File: src/rtl/dma_seq_pkg.sv
package dma_seq_pkg;

    typedef enum logic [2:0] {
        ST_IDLE,
        ST_SETUP,
        ST_CHAN,
        ST_XFER,
        ST_LOCK
    } seq_st_e;

    localparam logic [2:0] PH_LAST  = 3'd7;
    localparam logic [2:0] PH_READ  = 3'd3;
    localparam logic [2:0] PH_LOCK  = 3'd1;
    localparam logic [7:0] B_PAGE   = 8'h21;
    localparam logic [7:0] WRAM_OFF = 8'h80;

endpackage

File: src/rtl/dma_seq_class.sv
module dma_seq_class #(
    parameter int AW = 24
) (
    input  logic [7:0]    boff,
    input  logic [AW-1:0] addr,
    output logic          conflict,
    output logic          addr_ok
);
    import dma_seq_pkg::*;

    localparam logic [AW-1:0] BANK_MASK = AW'(24'hFE0000);
    localparam logic [AW-1:0] BANK_WRAM = AW'(24'h7E0000);
    localparam logic [AW-1:0] LOW_MASK  = AW'(24'h40E000);

    logic in_wram_bank;
    logic in_low_mirror;
    logic sys_half;

    always_comb begin
        in_wram_bank  = (addr & BANK_MASK) == BANK_WRAM;
        in_low_mirror = (addr & LOW_MASK) == '0;
        conflict      = (boff == WRAM_OFF) && (in_wram_bank || in_low_mirror);
        sys_half      = !addr[22];
        addr_ok       = !(sys_half && ((addr[15:8] == 8'h21) ||
                                       (addr[15:7] == 9'h086)));
    end

endmodule

File: src/rtl/dma_seq_pick.sv
module dma_seq_pick #(
    parameter int N = 8,
    localparam int IW = $clog2(N)
) (
    input  logic [N-1:0]  req,
    output logic          any,
    output logic [IW-1:0] idx
);
    always_comb begin
        any = 1'b0;
        idx = '0;
        for (int i = N - 1; i >= 0; i--) begin
            if (req[i]) begin
                any = 1'b1;
                idx = IW'(i);
            end
        end
    end

endmodule

File: src/rtl/dma_seq.sv
module dma_seq #(
    parameter int NCH = 8,
    parameter int AW  = 24,
    parameter int CW  = 16,
    localparam int CHW   = $clog2(NCH),
    localparam int CYC_W = 32
) (
    input  logic              clk,
    input  logic              rst_n,
    input  logic              start,
    input  logic [NCH-1:0]    ch_en,
    input  logic [NCH-1:0]    ch_dir,
    input  logic [NCH*8-1:0]  ch_boff,
    input  logic [NCH*AW-1:0] ch_addr,
    input  logic [NCH*CW-1:0] ch_count,
    output logic [AW-1:0]     a_addr,
    output logic              a_rd,
    output logic              a_wr,
    output logic [7:0]        a_wdata,
    input  logic [7:0]        a_rdata,
    output logic [15:0]       b_addr,
    output logic              b_rd,
    output logic              b_wr,
    output logic [7:0]        b_wdata,
    input  logic [7:0]        b_rdata,
    output logic              busy,
    output logic              irq_lock,
    output logic [NCH-1:0]    ch_active,
    output logic [CYC_W-1:0]  cyc_cnt
);
    import dma_seq_pkg::*;

    typedef struct packed {
        seq_st_e          st;
        logic [2:0]       ph;
        logic [CHW-1:0]   ch;
        logic [CW-1:0]    cnt;
        logic [NCH-1:0]   act;
        logic [7:0]       data;
        logic [CYC_W-1:0] cyc;
    } seq_regs_t;

    seq_regs_t r_q, r_d;

    logic           cur_dir;
    logic [7:0]     cur_boff;
    logic [AW-1:0]  cur_addr;
    logic [CW-1:0]  cur_cnt_in;
    logic           conflict;
    logic           addr_ok;
    logic [NCH-1:0] pick_req;
    logic           pick_any;
    logic [CHW-1:0] pick_idx;
    logic [CW-1:0]  cnt_m1;
    logic           in_xfer;
    logic           rd_ph;
    logic           wr_ph;

    assign cur_dir    = ch_dir[r_q.ch];
    assign cur_boff   = ch_boff[r_q.ch*8 +: 8];
    assign cur_addr   = ch_addr[r_q.ch*AW +: AW];
    assign cur_cnt_in = ch_count[r_q.ch*CW +: CW];
    assign cnt_m1     = r_q.cnt - 1'b1;

    dma_seq_class #(.AW(AW)) u_class (
        .boff     (cur_boff),
        .addr     (cur_addr),
        .conflict (conflict),
        .addr_ok  (addr_ok)
    );

    // the channel being finished is masked so the picker yields the next one up
    always_comb begin
        pick_req = r_q.act;
        if (r_q.st == ST_XFER) pick_req[r_q.ch] = 1'b0;
    end

    dma_seq_pick #(.N(NCH)) u_pick (
        .req (pick_req),
        .any (pick_any),
        .idx (pick_idx)
    );

    always_comb begin
        r_d = r_q;
        case (r_q.st)
            ST_IDLE: begin
                if (start) begin
                    r_d.st  = ST_SETUP;
                    r_d.ph  = '0;
                    r_d.act = ch_en;
                    r_d.cyc = '0;
                end
            end
            ST_SETUP: begin
                r_d.cyc = r_q.cyc + 1'b1;
                r_d.ph  = r_q.ph + 1'b1;
                if (r_q.ph == PH_LAST) begin
                    r_d.ph = '0;
                    if (pick_any) begin
                        r_d.st = ST_CHAN;
                        r_d.ch = pick_idx;
                    end else begin
                        r_d.st = ST_LOCK;
                    end
                end
            end
            ST_CHAN: begin
                r_d.cyc = r_q.cyc + 1'b1;
                r_d.ph  = r_q.ph + 1'b1;
                if (r_q.ph == PH_LAST) begin
                    r_d.st  = ST_XFER;
                    r_d.ph  = '0;
                    r_d.cnt = cur_cnt_in;
                end
            end
            ST_XFER: begin
                r_d.cyc = r_q.cyc + 1'b1;
                r_d.ph  = r_q.ph + 1'b1;
                if (r_q.ph == PH_READ && !conflict)
                    r_d.data = cur_dir ? b_rdata : a_rdata;
                if (r_q.ph == PH_LAST) begin
                    r_d.ph = '0;
                    if (cnt_m1 != '0 && ch_en[r_q.ch]) begin
                        r_d.cnt = cnt_m1;
                    end else begin
                        r_d.act[r_q.ch] = 1'b0;
                        if (pick_any) begin
                            r_d.st = ST_CHAN;
                            r_d.ch = pick_idx;
                        end else begin
                            r_d.st = ST_LOCK;
                        end
                    end
                end
            end
            ST_LOCK: begin
                r_d.ph = r_q.ph + 1'b1;
                if (r_q.ph == PH_LOCK) begin
                    r_d.st = ST_IDLE;
                    r_d.ph = '0;
                end
            end
            default: r_d.st = ST_IDLE;
        endcase
    end

    always_ff @(posedge clk or negedge rst_n) begin
        if (!rst_n) begin
            r_q <= '{st: ST_IDLE, default: '0};
        end else begin
            r_q <= r_d;
        end
    end

    assign in_xfer = r_q.st == ST_XFER;
    assign rd_ph   = in_xfer && r_q.ph == PH_READ;
    assign wr_ph   = in_xfer && r_q.ph == PH_LAST;

    assign busy      = r_q.st inside {ST_SETUP, ST_CHAN, ST_XFER};
    assign irq_lock  = r_q.st == ST_LOCK;
    assign ch_active = r_q.act;
    assign cyc_cnt   = r_q.cyc;
    assign a_addr    = cur_addr;
    assign b_addr    = {B_PAGE, cur_boff};
    assign a_rd      = rd_ph && !cur_dir && !conflict;
    assign b_rd      = rd_ph &&  cur_dir && !conflict;
    assign b_wr      = wr_ph && !cur_dir && !conflict;
    assign a_wr      = wr_ph &&  cur_dir && (conflict || addr_ok);
    assign a_wdata   = conflict ? 8'h00 : r_q.data;
    assign b_wdata   = r_q.data;

    // B-side write always follows its A-side read by four clocks
    p_bwr_after_ard_r3: assert property (@(posedge clk) disable iff (!rst_n)
        b_wr |-> $past(a_rd, 4));

    // an A-side write not fed by a B-side read must be the conflict zero
    p_zero_on_conflict_r6: assert property (@(posedge clk) disable iff (!rst_n)
        (a_wr && !$past(b_rd, 4)) |-> a_wdata == 8'h00);

    p_lock_two_r9: assert property (@(posedge clk) disable iff (!rst_n)
        $rose(irq_lock) |=> irq_lock ##1 !irq_lock);

    p_lock_not_busy_r9: assert property (@(posedge clk) disable iff (!rst_n)
        irq_lock |-> !busy);

    p_start_ignored_r10: assert property (@(posedge clk) disable iff (!rst_n)
        (busy && start) |=> cyc_cnt != '0);

    p_cyc_step_r11: assert property (@(posedge clk) disable iff (!rst_n)
        busy |=> cyc_cnt == $past(cyc_cnt) + 1);

    p_act_only_falls_r8: assert property (@(posedge clk) disable iff (!rst_n)
        busy |=> (ch_active & ~$past(ch_active)) == '0);

endmodule

File: config.mk
export PLATFORM = sky130hd
export DESIGN_NAME = dma_seq
export DESIGN_NICKNAME = d
export VERILOG_FILES = /design/src/rtl/dma_seq_pkg.sv /design/src/rtl/dma_seq_class.sv /design/src/rtl/dma_seq_pick.sv /design/src/rtl/dma_seq.sv
export SDC_FILE = /design/constraint.sdc
export NUM_CORES = 1
export LEC_CHECK = 0
export BUFFER_PORTS_ARGS = -buffer_cell sky130_fd_sc_hd__buf_4
export CORE_AREA = 2 2 205 207
export DETAILED_ROUTE_END_ITERATION = 8
export DIE_AREA = 0 0 207 209
export PLACE_DENSITY = 0.49
export SYNTH_ARGS = -nofsm -noshare
export SYNTH_HDL_FRONTEND = slang
export SYNTH_SLANG_ARGS = --single-unit
export TNS_END_PERCENT = 100
File: constraint.sdc
create_clock -name clk -period 3.65 [get_ports clk]
set_clock_uncertainty 0.2 [all_clocks]
set_input_delay 0.5475 -clock clk [delete_from_list [all_inputs] [get_ports clk]]
set_output_delay 0.5475 -clock clk [all_outputs]
set_load 0.05 [all_outputs]
# Word-level counts from Yosys, hierarchy flattened
# Index checks and enable logic that the tools add are counted.
classes:
  add_sub_neg: 3
  n_mul: 1
  div: 0
  n_lt_le_gt_ge: 2
  n_eq_ne: 18
  shift: 3
  n_mux: 45
  n_bitwise: 2
  reduce_logical: 39
op_table:
  columns: ["cell", "count"]
  rows:
  - ["indexed part select 192 x 9 -> 24 bit", 1]
  - ["indexed part select 128 x 8 -> 16 bit", 1]
  - ["case mux 32 bit (2 select lines)", 1]
  - ["indexed part select 64 x 7 -> 8 bit", 1]
  - ["two-way mux 8 bit", 5]
  - ["two-way mux 3 bit", 12]
  - ["two-way mux 33 bit", 1]
  - ["adder 32 x 1 -> 32 bit (second input constant)", 1]
  - ["two-way mux 16 bit", 2]
  - ["two-way mux 32 bit", 1]
  - ["case mux 16 bit (2 select lines)", 1]
  - ["case mux 3 bit (5 select lines)", 2]
  - ["logical NOT 24 bit", 1]
  - ["two-way mux 6 bit", 3]
  - ["case mux 8 bit (2 select lines)", 1]
  - ["nonzero test 16 bit", 1]
  - ["subtractor 16 x 1 -> 16 bit (second input constant)", 1]
  - ["logical AND 1 bit", 15]
  - ["AND reduction 4 bit", 3]
  - ["two-way mux 1 bit", 11]
  - ["equality test 3 x 2 -> 1 bit (second input constant)", 3]
  - ["equality test 9 x 8 -> 1 bit (second input constant)", 1]
  - ["two-way mux 9 bit", 1]
  - ["bitwise AND 8 bit", 1]
  - ["24 further kinds", 42]
totals:
  reg_bits: 73
  latch_bits: 0
  ramBits: 0
  mem_bits_ro: 0
  in_bits: 419
  wordCells: 120
  mem_count: 0

# Longest topological paths before layout
# Gate-level depths: netlist of the first run.
depth:
  word_depth: 19
  mapped_depth: 11

# Modules after synthesis
# A second synthesis of the first run with hierarchy kept.
hier_totals:
  cells_unflattened: 864
  area_unflattened_um2: 6911.6
by_module_without_submodules:
  columns: ["mod", "n_inst", "cells_per_inst", "area_per_inst_um2", "seq_area_each_um2"]
  rows:
  - ["dma_seq", 1, 839, 6739.0, 1826.8]
  - ["dma_seq_class", 1, 12, 92.6, 0.0]
  - ["dma_seq_pick", 1, 13, 80.1, 0.0]

# Least setup slack after synthesis of the first run
# No wires, ideal clock.
synth_timing:
  kind: "register -> output"
  start: "register r_q[64] (netlist name)"
  end: "output b_rd"
  arrival_time_ns: 3.475
  required_time_ns: 2.902
  path_slack_ns: -0.573
  path_stages_with_launch: 10
  path_buffers: 2
  path_cell_list: "dfrtp_1 > buf_6 > buf_8 > nor2b_1 > a221oi_1 > o221ai_1 > nor2_1 > nand3_1 > a21oi_1 > nor3_1"
synth_between:
  elab_chain_len: 7
synth_rtl:
  columns: ["element", "line", "text"]
  rows:
  - ["start, declared", "dma_seq.sv:43", "seq_regs_t r_q, r_d;"]
  - ["start signal, assigned", "dma_seq.sv:152", "r_q <= r_d;"]
  - ["multiplier 3 x 2 -> 5 bit", "dma_seq.sv:61", "assign cur_addr = ch_addr[r_q.ch*AW +: AW];"]
  - ["indexed part select 192 x 9 -> 24 bit", "dma_seq.sv:61", null]
  - ["net a_addr[15]", "dma_seq.sv:16", "output logic [AW-1:0] a_addr,"]
  - ["logical NOT 24 bit", "dma_seq_class.sv:21", "in_low_mirror = (addr & LOW_MASK) == '0;"]
  - ["logical OR 1 bit", "dma_seq_class.sv:22", "conflict = (boff == WRAM_OFF) && (in_wram_bank || in_low_mirror);"]
  - ["logical AND 1 bit", "dma_seq_class.sv:22", null]
  - ["logical NOT 1 bit", "dma_seq.sv:167", "assign b_rd = rd_ph && cur_dir && !conflict;"]
  - ["logical AND 1 bit", "dma_seq.sv:167", null]
  - ["end, declared", "dma_seq.sv:22", "output logic b_rd,"]
# The timed path passes the listed nets, and every way through them passes these cells. The select of a mux whose other input is x is not followed.

# Worst setup path in the final report of the first run
layout_timing:
  start: "register r_q[64] (netlist name)"
  end: "output a_wdata[7]"
layout_between:
  elab_chain_len: 6
layout_rtl:
  columns: ["element", "line", "text"]
  rows:
  - ["multiplier 3 x 2 -> 5 bit", "dma_seq.sv:61", null]
  - ["indexed part select 192 x 9 -> 24 bit", "dma_seq.sv:61", null]
  - ["logical NOT 24 bit or equality test 7 x 6 -> 1 bit (tied branches)", "dma_seq_class.sv:21, dma_seq_class.sv:20", null]
  - ["logical OR 1 bit", "dma_seq_class.sv:22", null]
  - ["logical AND 1 bit *", "dma_seq_class.sv:22", null]
  - ["two-way mux 8 bit *", "dma_seq.sv:170", "assign a_wdata = conflict ? 8'h00 : r_q.data;"]
  - ["end, declared", "dma_seq.sv:19", "output logic [7:0] a_wdata,"]
# Mark *: on every way between the ends. The rest lies on a longest branch, timed or not.

==> impl_results.md, run 1 <==
* Clk root buf: clkbuf_16
* Syn Std Cell Area at 7640 sq um
* Max-slew violations at 0
* Sequential fraction of the synthesis area at 23.9%
* Htree depth at 3
* Final Worst Setup Slack at -0.0815 ns
* Vias in the first global route at 9757
* Uppermost routed layer: met5
* Starting Density at 18.5%
* Num rows at 75
* Pwr Density at 860 nW/um^2
* Final Instance Area at 12500 sq um
* Detailed-route via count at 9536
* Yosys top cell by area: dfrtp_1
* Die X at 207 microns
* Mapped Avg Cell Area at 8.43 sq um
* Max-cap viol count at 0
* Vias per std cell at 4.96
* Post-synth ARST share at 100%
* Status: finished with violations
* Final Util at 30.4%
* Final-stage net count at 1798
* Yosys top cell area share at 23.9%
* Critical Path RT at 2.90 ns
* GRT overflow at 0
* CTS Sinks at 73
* Crit path max fanout at 14
* Die Height at 209 microns
* Mapped Cells at 906
* GRT Total Usage at 20.6%
* Adder-cell share of the synthesized area at 1.31%
* Routed length per placed instance at 24.2 microns
* F_max at 268 MHz
* Post-synth cell types at 89
* Num CTS Buffers at 9
* Worst-path clk slew at 0.07 ns
* Worst slew pin tran at 0.862 ns
* Met3 wire len at 3520 microns
* CP Launch Type: flop
* Core area at 41300 sq um
* Iter 0 DRT Violations at 690
* RSZ-0062 raised after global routing: yes
* HPWL Detailed at 39100 microns
* Violated checks: setup timing
* Hold Fails Final Rpt at 0
* Period utilisation layout at 102%
* Antenna violations before repair at 11
* Routed Antenna Nets at 0
* I/O Buffers at 512
* Ranking of synthesized cells by area: dfrtp_1 24%, a22oi_1 7.3%, buf_4 6.1%
* DRT Pass-1 Iters at 7
* Detailed Route WL at 46500 microns
* Compound-cell area share of the yosys netlist at 30.0%
* Yosys warnings at 0
* Post-Synth XOR/XNOR Area at 3.42%
* Top_reg_cell synth: dfrtp_1
* FF-to-FF path depth at 9
* Area delta synth->final at 64.2%
* Post-route DRC violation count at 0
* Period minus WS final at 3.73 ns
* VDD IR-drop max at 724 uV
* Final setup viols at 7
* Wire length of the first global-routing pass at 66200 microns
* Simple-gate area share of the yosys netlist at 17.8%
* Area post-placement at 11900 sq um
* EDFF count, synth at 0
* Arrival time worst endpoint at 2.98 ns
* Metal-1 WL at 18400 microns
* Pin count of the biggest net entering global routing at 60
* Worst-Skew Late Latency at 0.35 ns
* Layout cells sized above 1 at 50.9%
* DR WL met2 at 22800 microns
* Largest family of logic cells by synthesized area: compound AO/OA/AOI/OAI gates
* CTS tree: built
* WS Path Type: flop to primary output
* Buffer levels on the longest clock path at 2
* Leakage power at 5.77 nW
* HP Class: input pin to asynchronous set/reset pin
* R2r setup slk at 0.17 ns
* Max-slew headroom at the worst pin at 42.1%
* Flops & latches, synth at 73
* Mux cell area share after synthesis at 12.1%
* Gpl congestion at 0.928
* Top Ports at 521
* Crit end category: primary output
* Die Area at 43300 sq um
-- stage by stage --
step	instances	setup slack [ns]	hold WS, ns	setup TNS (ns)	power [W]
4_1_cts	1913	-0.0801	0.119	-0.408	0.0107
2_1_floorplan	912	-0.104	0.0519	-0.453	0.00671
6_report	1921	-0.0815	0.0804	-0.348	0.0108
3_5_place_dp	1888	0.153	0.294	0	0.00937
3_3_place_gp	1888	0.163	0.293	0	0.00934
5_1_grt	1918	-0.142	0.147	-1.05	0.0113
-- metal layers --
metal | vias to the layer above | global-route usage (%)
met1 | 4612 | 24.5
met4 | 6 | 7.81
met3 | 78 | 5.71
met5 | - | 0
met2 | 481 | 35.1
li1 | 4359 | -
-- power by group --
part | switching [W] | internal (W) | leakage, nW | total, W
Clock | 0.000386 | 0.000687 | 0.166 | 0.00107
Sequential | 0.000353 | 0.00106 | 0.947 | 0.00141
Combinational | 0.00523 | 0.00308 | 4.66 | 0.00831
-- critical path, stage by stage, from the launching register on --
cell and delay, ns:
dfrtp_4 0.52, buf_12 0.18, mux2_2 0.35, a221oi_2 0.29
o22ai_2 0.14, nor2_1 0.15, nand4b_1 0.20, a21oi_2 0.23
buf_6 0.17, and2b_1 0.19, buf_4 0.18
-- logic make-up after synthesis --
| family | after synthesis |
|---|---|
| xor gates and xnor gates | 29 |
| adders and majority gates | 8 |
| buffers and inverters | 145 |
| muxes | 75 |
| other | 2 |
| DFF | 73 |
| AOI/OAI and AO/OA | 318 |
| and+or+nand+nor | 256 |
-- cell usage after synthesis (all sizes together), types with 16 or more instances --
library cell	number
a21oi	39
a221oi	32
a22o	27
a22oi	75
a31oi	19
buf	94
clkbuf	30
dfrtp	73
inv	20
mux2	37
mux2i	31
nand2	48
nand3	22
nand4	16
nor2	80
nor3	17
o21ai	59
-- cell type report --
class	instances	area, sq um
Tap cell	539	674
Clock inverter	5	103
Antenna cell	6	15.0
Clock buffer	11	243
Fill cell	4482	28700
Sequential cell	73	1830
Timing Repair Buffer	572	4440
Inverter	21	82.6
Multi-Input combinational cell	694	5160
-- final timing paths --
kind | start | end
max | r_q[64] | a_wdata[7]
min | rst_n | cyc_cnt[8]
max reg2reg | r_q[48] | ch_active[5]
min reg2reg | r_q[62] | r_q[62]
max in group asynchronous | rst_n | cyc_cnt[26]
min in group clk | ch_en[2] | ch_active[2]
-- cell usage in the layout (no fill, tap or decap), types with 9 or more instances in the layout --
cell,Yosys,layout
a21oi_1,37,36
a221oi_1,31,25
a22o_1,27,27
a22oi_1,74,70
a31oi_1,19,19
buf_4,62,554
buf_6,7,10
clkbuf_16,0,9
dfrtp_1,73,70
inv_1,18,17
mux2_2,27,27
mux2_4,10,10
mux2i_1,31,31
nand2_1,47,47
nand3_1,22,20
nand4_1,15,15
nor2_1,78,76
nor3_1,14,12
o21ai_0,57,55
xnor2_1,14,14
xor2_1,14,14
-- registers in the layout, indices dropped and copies added, names as in the netlist --
register / flops
cyc_cnt: 32
b_wdata: 8
r_q: 25
ch_active: 8
-- repair_timing --
item	in CTS	in global routing
setup buffers	8	2
gates resized for setup	26	18
cloned	1	0
pin swaps	2	0
endpoints found under the setup margin	12	13
hold buffers	0	0
Note: power is estimated with default switching activity, not from simulation.
==> run 2: changes to the inputs <==
SKIP_LAST_GASP = 1   (was default)
==> run 2 against run 1 <==
Net effect: the flow still finishes with violations (setup timing); critical endpoint is now a_wdata[0]; routed wire length about the same; non-clock buffer count down 1; clock-buffer cell count unchanged; worst hold slack better by 0.00073 ns; utilization is 0.16 points lower; flip-flop and latch count is the same; global-route usage barely moved; power shrank 0.84%; maximum frequency down 0.14%.
==> impl_results.md, run 2 (synthesized netlist as in run 1, its figures left out) <==
* Status: finished with violations
* Violated checks: setup timing
* CTS tree: built
* Die Area at 43300 sq um (unchanged)
* Crit path max fanout at 14 (unchanged)
* Layout cells sized above 1 at 50.3% (-0.54 points)
* HPWL Detailed at 39100 microns (unchanged)
* Crit-path cells: buf_12, mux2_2, a221oi_1, o22ai_1, nor2_1, nand4b_1, a21oi_2, buf_6, and2b_1, buf_4
* Period utilisation layout at 102% (+0.14 points)
* Detailed Route WL at 46500 microns (about the same)
* CP delay by family, top: compound AO/OA/AOI/OAI gates
* Vias in the first global route at 9742 (-0.15%)
* Hold Fails Final Rpt at 0 (unchanged)
* CTS Hold Bufs at 0 (unchanged)
* Max reg flops at 32 (unchanged)
* Post-route DRC violation count at 0 (unchanged)
* Pin count of the biggest net entering global routing at 60 (unchanged)
* Critical path depth at 10 (unchanged)
* Clk root buf: clkbuf_16
* WS Path Type: flop to primary output
* Top Ports at 521 (unchanged)
* Core area at 41300 sq um (unchanged)
* Fin cells at 1921 (unchanged)
* HP Class: input pin to asynchronous set/reset pin
* Max-slew headroom at the worst pin at 43.0% (+0.92 points)
* Most common cell after layout, fill and taps aside: buf_4
* Starting Density at 18.5% (unchanged)
* CP max stage cell: dfrtp_4
* Routed Antenna Nets at 0 (unchanged)
* Vias per std cell at 4.95 (-0.21%)
* Leakage power at 5.75 nW (-0.37%)
* Iter 0 DRT Violations at 732 (+6.1%)
* Crit end category: primary output
* Worst R2R End: ch_active[3]
* Wire length of the first global-routing pass at 66200 microns (about the same)
* FF-to-FF path depth at 9 (unchanged)
* Die X at 207 microns (unchanged)
* Num CTS Buffers at 9 (unchanged)
* Buffer levels on the longest clock path at 2 (unchanged)
* # placed instances at 1888 (unchanged)
* Worst-Skew Late Latency at 0.35 ns (about the same)
* Worst slew pin tran at 0.847 ns (-0.0158 ns)
* Htree depth at 3 (unchanged)
* Arrival time worst endpoint at 2.99 ns (about the same)
* Num rows at 75 (unchanged)
* DRT Pass-1 Iters at 6 (-1)
* Area delta synth->final at 63.4%
* F_max at 268 MHz (-0.14%)
* Commonest cells after routing, fill and taps aside: 558 x buf_4, 76 x nor2_1, 72 x a22oi_1, 70 x dfrtp_1, 55 x o21ai_0
* VDD IR-drop max at 726 uV (+0.21%)
* Max-cap viol count at 0 (unchanged)
* CP Launch Type: flop
* # fillers at 4497 (+0.33%)
* Crit path from: r_q[64]
* I/O Buffers at 512 (unchanged)
* RSZ-0062 raised after global routing: yes
* Die Height at 209 microns (unchanged)
* Period minus WS final at 3.74 ns (+0.00525 ns)
* Max-slew violations at 0 (unchanged)
* Gpl congestion at 0.928 (unchanged)
* Final setup viols at 8 (+1)
* R2r setup slk at 0.18 ns (about the same)
* End of the critical path: a_wdata[0]
* Crit-path max cell delay at 0.53 ns (about the same)
* Crit Reg-Reg Startpoint: r_q[48]
* CTS Sinks at 73 (unchanged)
* Final Worst Setup Slack at -0.0867 ns (-0.00525 ns)
* Routed length per placed instance at 24.2 microns (about the same)
* Pwr Density at 857 nW/um^2 (-0.32%)
* Critical Path RT at 2.90 ns (about the same)
* GRT overflow at 0 (unchanged)
* Worst-path clk slew at 0.07 ns (about the same)
* Antenna violations before repair at 12 (+1)
* Detailed-route via count at 9516 (-0.21%)
* Final-stage net count at 1797 (-0.056%)
* GRT Total Usage at 20.5% (-0.023 points)
* CP bufs+invs at 3 (unchanged)
* Final TNS setup at -0.537 ns (-0.188 ns)
## run 2: worst min-delay path by stage
| stage | cells past startpoint | endpoint | slack, ns |
|---|---|---|---|
| floorplan | 0 | b_wdata[0] | 0.05 |
| global placement | 2 | r_q[62] | 0.29 |
| detailed placement | 2 | r_q[62] | 0.29 |
| CTS | 1 | cyc_cnt[8] | 0.12 |
| global route | 1 | cyc_cnt[8] | 0.15 |
| finish | 1 | cyc_cnt[8] | 0.08 |
## run 2: where the power goes
part / switching [W] / internal, W
Sequential: 0.000354 / 0.00106
Combinational: 0.00520 / 0.00302
Clock: 0.000384 / 0.000687
Total: 0.00593 / 0.00476
## run 2: worst reg2reg max path, cell delays in order, from the launching register on
cell	delay, ns
dfrtp_1	0.43
inv_1	0.09
ha_1	0.27
or3b_1	0.42
or3_4	0.38
xnor2_2	0.17
or4_1	0.59
a21oi_2	0.36
o21ai_0	0.22
a22o_1	0.22
## run 2: routing by layer
layer | vias up | track usage [%] | part of all wire, %
met4 | 6 | 7.68 | 3.5
met5 | - | 0 | 0.073
li1 | 4348 | - | -
met1 | 4604 | 24.5 | 40
met3 | 86 | 5.67 | 7.4
met2 | 472 | 35.1 | 49
## run 2: what timing repair did
action | 4_1_cts | 5_1_grt
gates resized for setup | 13 | 17
setup buffers | 8 | 1
endpoints found under the setup margin | 12 | 13
pin swaps | 1 | 3
cloned | 1 | 0
## run 2: through the flow
step / total power, W / cell area (sq um) / hold slack [ns] / worst slack, ns / utilization, %
after floorplan: 0.00671 / 7700 / 0.0519 / -0.104 / -
after global placement: 0.00934 / 11900 / 0.293 / 0.163 / 28.8
after detailed placement: 0.00937 / 11900 / 0.294 / 0.153 / 28.8
after CTS: 0.0106 / 12400 / 0.119 / -0.134 / 30.0
after global routing: 0.0112 / 12500 / 0.147 / -0.176 / 30.2
final: 0.0107 / 12500 / 0.0812 / -0.0867 / 30.2
## run 2: layout make-up
class | count | area, sq um | area share [%]
Antenna cell | 7 | 17.5 | 0.140
Clock buffer | 11 | 243 | 1.94
Clock inverter | 5 | 103 | 0.822
Inverter | 21 | 82.6 | 0.662
Multi-Input combinational cell | 694 | 5120 | 41.1
Sequential cell | 73 | 1830 | 14.7
Tap cell | 539 | 674 | 5.40
Timing Repair Buffer | 571 | 4400 | 35.3
==> run 3: changes to the inputs <==
MAX_ROUTING_LAYER = met4   (was default)
==> run 3 against run 2 <==
Net effect: global-route usage is 0.75 points higher; the flow still finishes with violations (setup timing); first-iteration DRC count down 3.0%; cell area increased by 2.5%; non-clock buffer count up 25; critical endpoint is now b_rd; largest power group unchanged; worst hold slack lost 0.055 ns.
==> impl_results.md, run 3 (synthesized netlist as in run 1, its figures left out) <==
* CP max stage cell: dfrtp_4
* Max-slew violations at 0 (unchanged)
* HPWL Detailed at 39200 microns (+0.36%)
* Max reg flops at 32 (unchanged)
* Setup WS pre-CTS at 0.131 ns (-0.0221 ns)
* Post-route DRC violation count at 0 (unchanged)
* Wire length of the first global-routing pass at 66600 microns (+0.68%)
* VDD IR-drop max at 698 uV (-3.7%)
* Htree depth at 3 (unchanged)
* Vias per std cell at 4.89 (-1.3%)
* Num CTS Buffers at 9 (unchanged)
* Final Instance Area at 12800 sq um (+2.5%)
* Worst-path clk slew at 0.07 ns (about the same)
* Pwr Density at 867 nW/um^2 (+1.2%)
* Worst slew pin tran at 0.833 ns (-0.0140 ns)
* GRT overflow at 0 (unchanged)
* Max-slew headroom at the worst pin at 44.0% (+0.94 points)
* Die Area at 43300 sq um (unchanged)
* Leakage power at 5.92 nW (+2.9%)
* Violated checks: setup timing
* Cell-internal power at 0.00503 W (+5.5%)
* Switching pwr at 0.00607 W (+2.3%)
* Period utilisation layout at 101% (-0.96 points)
* I/O Buffers at 512 (unchanged)
* Pin count of the biggest net entering global routing at 47 (-22%)
* Antenna violations before repair at 8 (-4)
* Area delta synth->final at 67.5%
* Final setup viols at 11 (+3)
* Switching Share at 54.7% (-0.78 points)
* Status: finished with violations
* Period minus WS final at 3.70 ns (-0.0351 ns)
* GRT Total Usage at 21.3% (+0.75 points)
* Num rows at 75 (unchanged)
* Worst R2R End: ch_active[3]
* Detailed Route WL at 47600 microns (+2.4%)
* Crit end category: primary output
* Commonest cells after routing, fill and taps aside: 569 x buf_4, 75 x nor2_1, 71 x a22oi_1, 70 x dfrtp_1, 55 x o21ai_0
* Iter 0 DRT Violations at 710 (-3.0%)
* Area post-placement at 11900 sq um (+0.13%)
* Vias in the first global route at 9640 (-1.0%)
* Layout cells sized above 1 at 51.3% (+0.92 points)
* Clk root buf: clkbuf_16
* Die X at 207 microns (unchanged)
* CTS tree: built
* Logic pwr share at 77.5% (+0.7 points)
* F_max at 270 MHz (+0.95%)
* Critical Path RT at 2.90 ns (about the same)
* Max-cap viol count at 0 (unchanged)
* WS Path Type: flop to primary output
* Crit path max fanout at 8 (-6)
* CP Launch Type: flop
* # placed instances at 1890 (+0.11%)
* Crit Reg-Reg Startpoint: r_q[48]
* Final Worst Setup Slack at -0.0516 ns (+0.0351 ns)
* Worst-Skew Late Latency at 0.35 ns (about the same)
* Final-stage net count at 1822 (+1.4%)
* Clock share of power at 9.6% (-0.4 points)
* Flop pwr share at 12.9% (-0.3 points)
* Routed length per placed instance at 24.5 microns (+1.2%)
* Core area at 41300 sq um (unchanged)
* Routed Antenna Nets at 0 (unchanged)
* Crit-path max cell delay at 0.54 ns (about the same)
* Top Ports at 521 (unchanged)
* HP Class: input pin to asynchronous set/reset pin
* FF-to-FF path depth at 9 (unchanged)
* Most common cell after layout, fill and taps aside: buf_4
* Hold Fails Final Rpt at 0 (unchanged)
* Detailed-route via count at 9513 (-0.032%)
* DRT Pass-1 Iters at 7 (+1)
* Fin cells at 1945 (+1.2%)
* R2r setup slk at 0.24 ns (+0.06 ns)
* Buffer levels on the longest clock path at 2 (unchanged)
* RSZ-0062 raised after global routing: yes
* Crit-path cells: buf_4, mux4_2, a221o_1, nor3_4, nand4_1, a21oi_2, buf_4, buf_8, nor3_4, buf_6
* Starting Density at 18.5% (unchanged)
* Final TNS setup at -0.461 ns (+0.0753 ns)
* Arrival time worst endpoint at 2.95 ns (-0.04 ns)
* Gpl congestion at 0.963 (+3.8%)
* Die Height at 209 microns (unchanged)
* CTS Sinks at 73 (unchanged)
==> run 3: worst max-delay path: cells and delay by family, from the launching register on <==
kind	cells	cell delay [ns]
AND/OR/NAND/NOR	3	0.38
multiplexers	1	0.48
AO/OA/AOI/OAI	2	0.57
buffers and inverters	4	0.62
flip-flops	1	0.54
==> run 3: worst max path at each step <==
| stage | cells after the start | to | from |
|---|---|---|---|
| after floorplan | 9 | a_wdata[4] | r_q[66] |
| after global placement | 9 | a_wr | r_q[64] |
| after detailed placement | 10 | a_wr | r_q[64] |
| after CTS | 10 | a_wdata[7] | r_q[64] |
| after global routing | 10 | a_wdata[2] | r_q[64] |
| final | 10 | b_rd | r_q[64] |
==> run 3: layer usage <==
metal | track usage [%] | vias up | wire length, microns
met2 | 36.2 | 410 | 23800
met1 | 25.8 | 4650 | 19800
met3 | 4.31 | 51 | 2950
met5 | - | - | 0
li1 | - | 4402 | -
met4 | 4.98 | 0 | 1100
==> run 3: cell type report <==
| class | instances | area, sq um |
|---|---|---|
| clock inverters | 5 | 104 |
| inverters | 21 | 82.6 |
| well taps | 539 | 674 |
| multi-input cells | 694 | 5170 |
| fillers | 4428 | 28500 |
| clock buffers | 10 | 239 |
| diodes | 7 | 17.5 |
| flip-flops and latches | 73 | 1840 |
| repair buffers | 596 | 4670 |
==> run 3: power groups by stage <==
stage                     Clock [W]  Sequential, W  Combinational, W
final                       0.00107        0.00143           0.00860
after global routing        0.00114        0.00147           0.00908
after CTS                   0.00111        0.00143           0.00809
after global placement            0        0.00147           0.00790
after floorplan                   0        0.00124           0.00547
after detailed placement          0        0.00146           0.00793
==> run 3: metrics by stage <==
stage	total power [W]	utilization (%)	hold slack (ns)
floorplan	0.00671	-	0.0519
global placement	0.00936	28.8	0.296
detailed placement	0.00940	28.8	0.314
CTS	0.0106	29.9	0.0546
global route	0.0117	31.0	0.0576
finish	0.0111	31.0	0.0265
==> run 3: timing repair <==
action                     4_1_cts  5_1_grt
pin swaps                        0       12
setup endpoints to repair       12       12
buffers inserted                 6       23
gates cloned                     0        4
hold buffers                     0        0
gates resized for setup         12       46
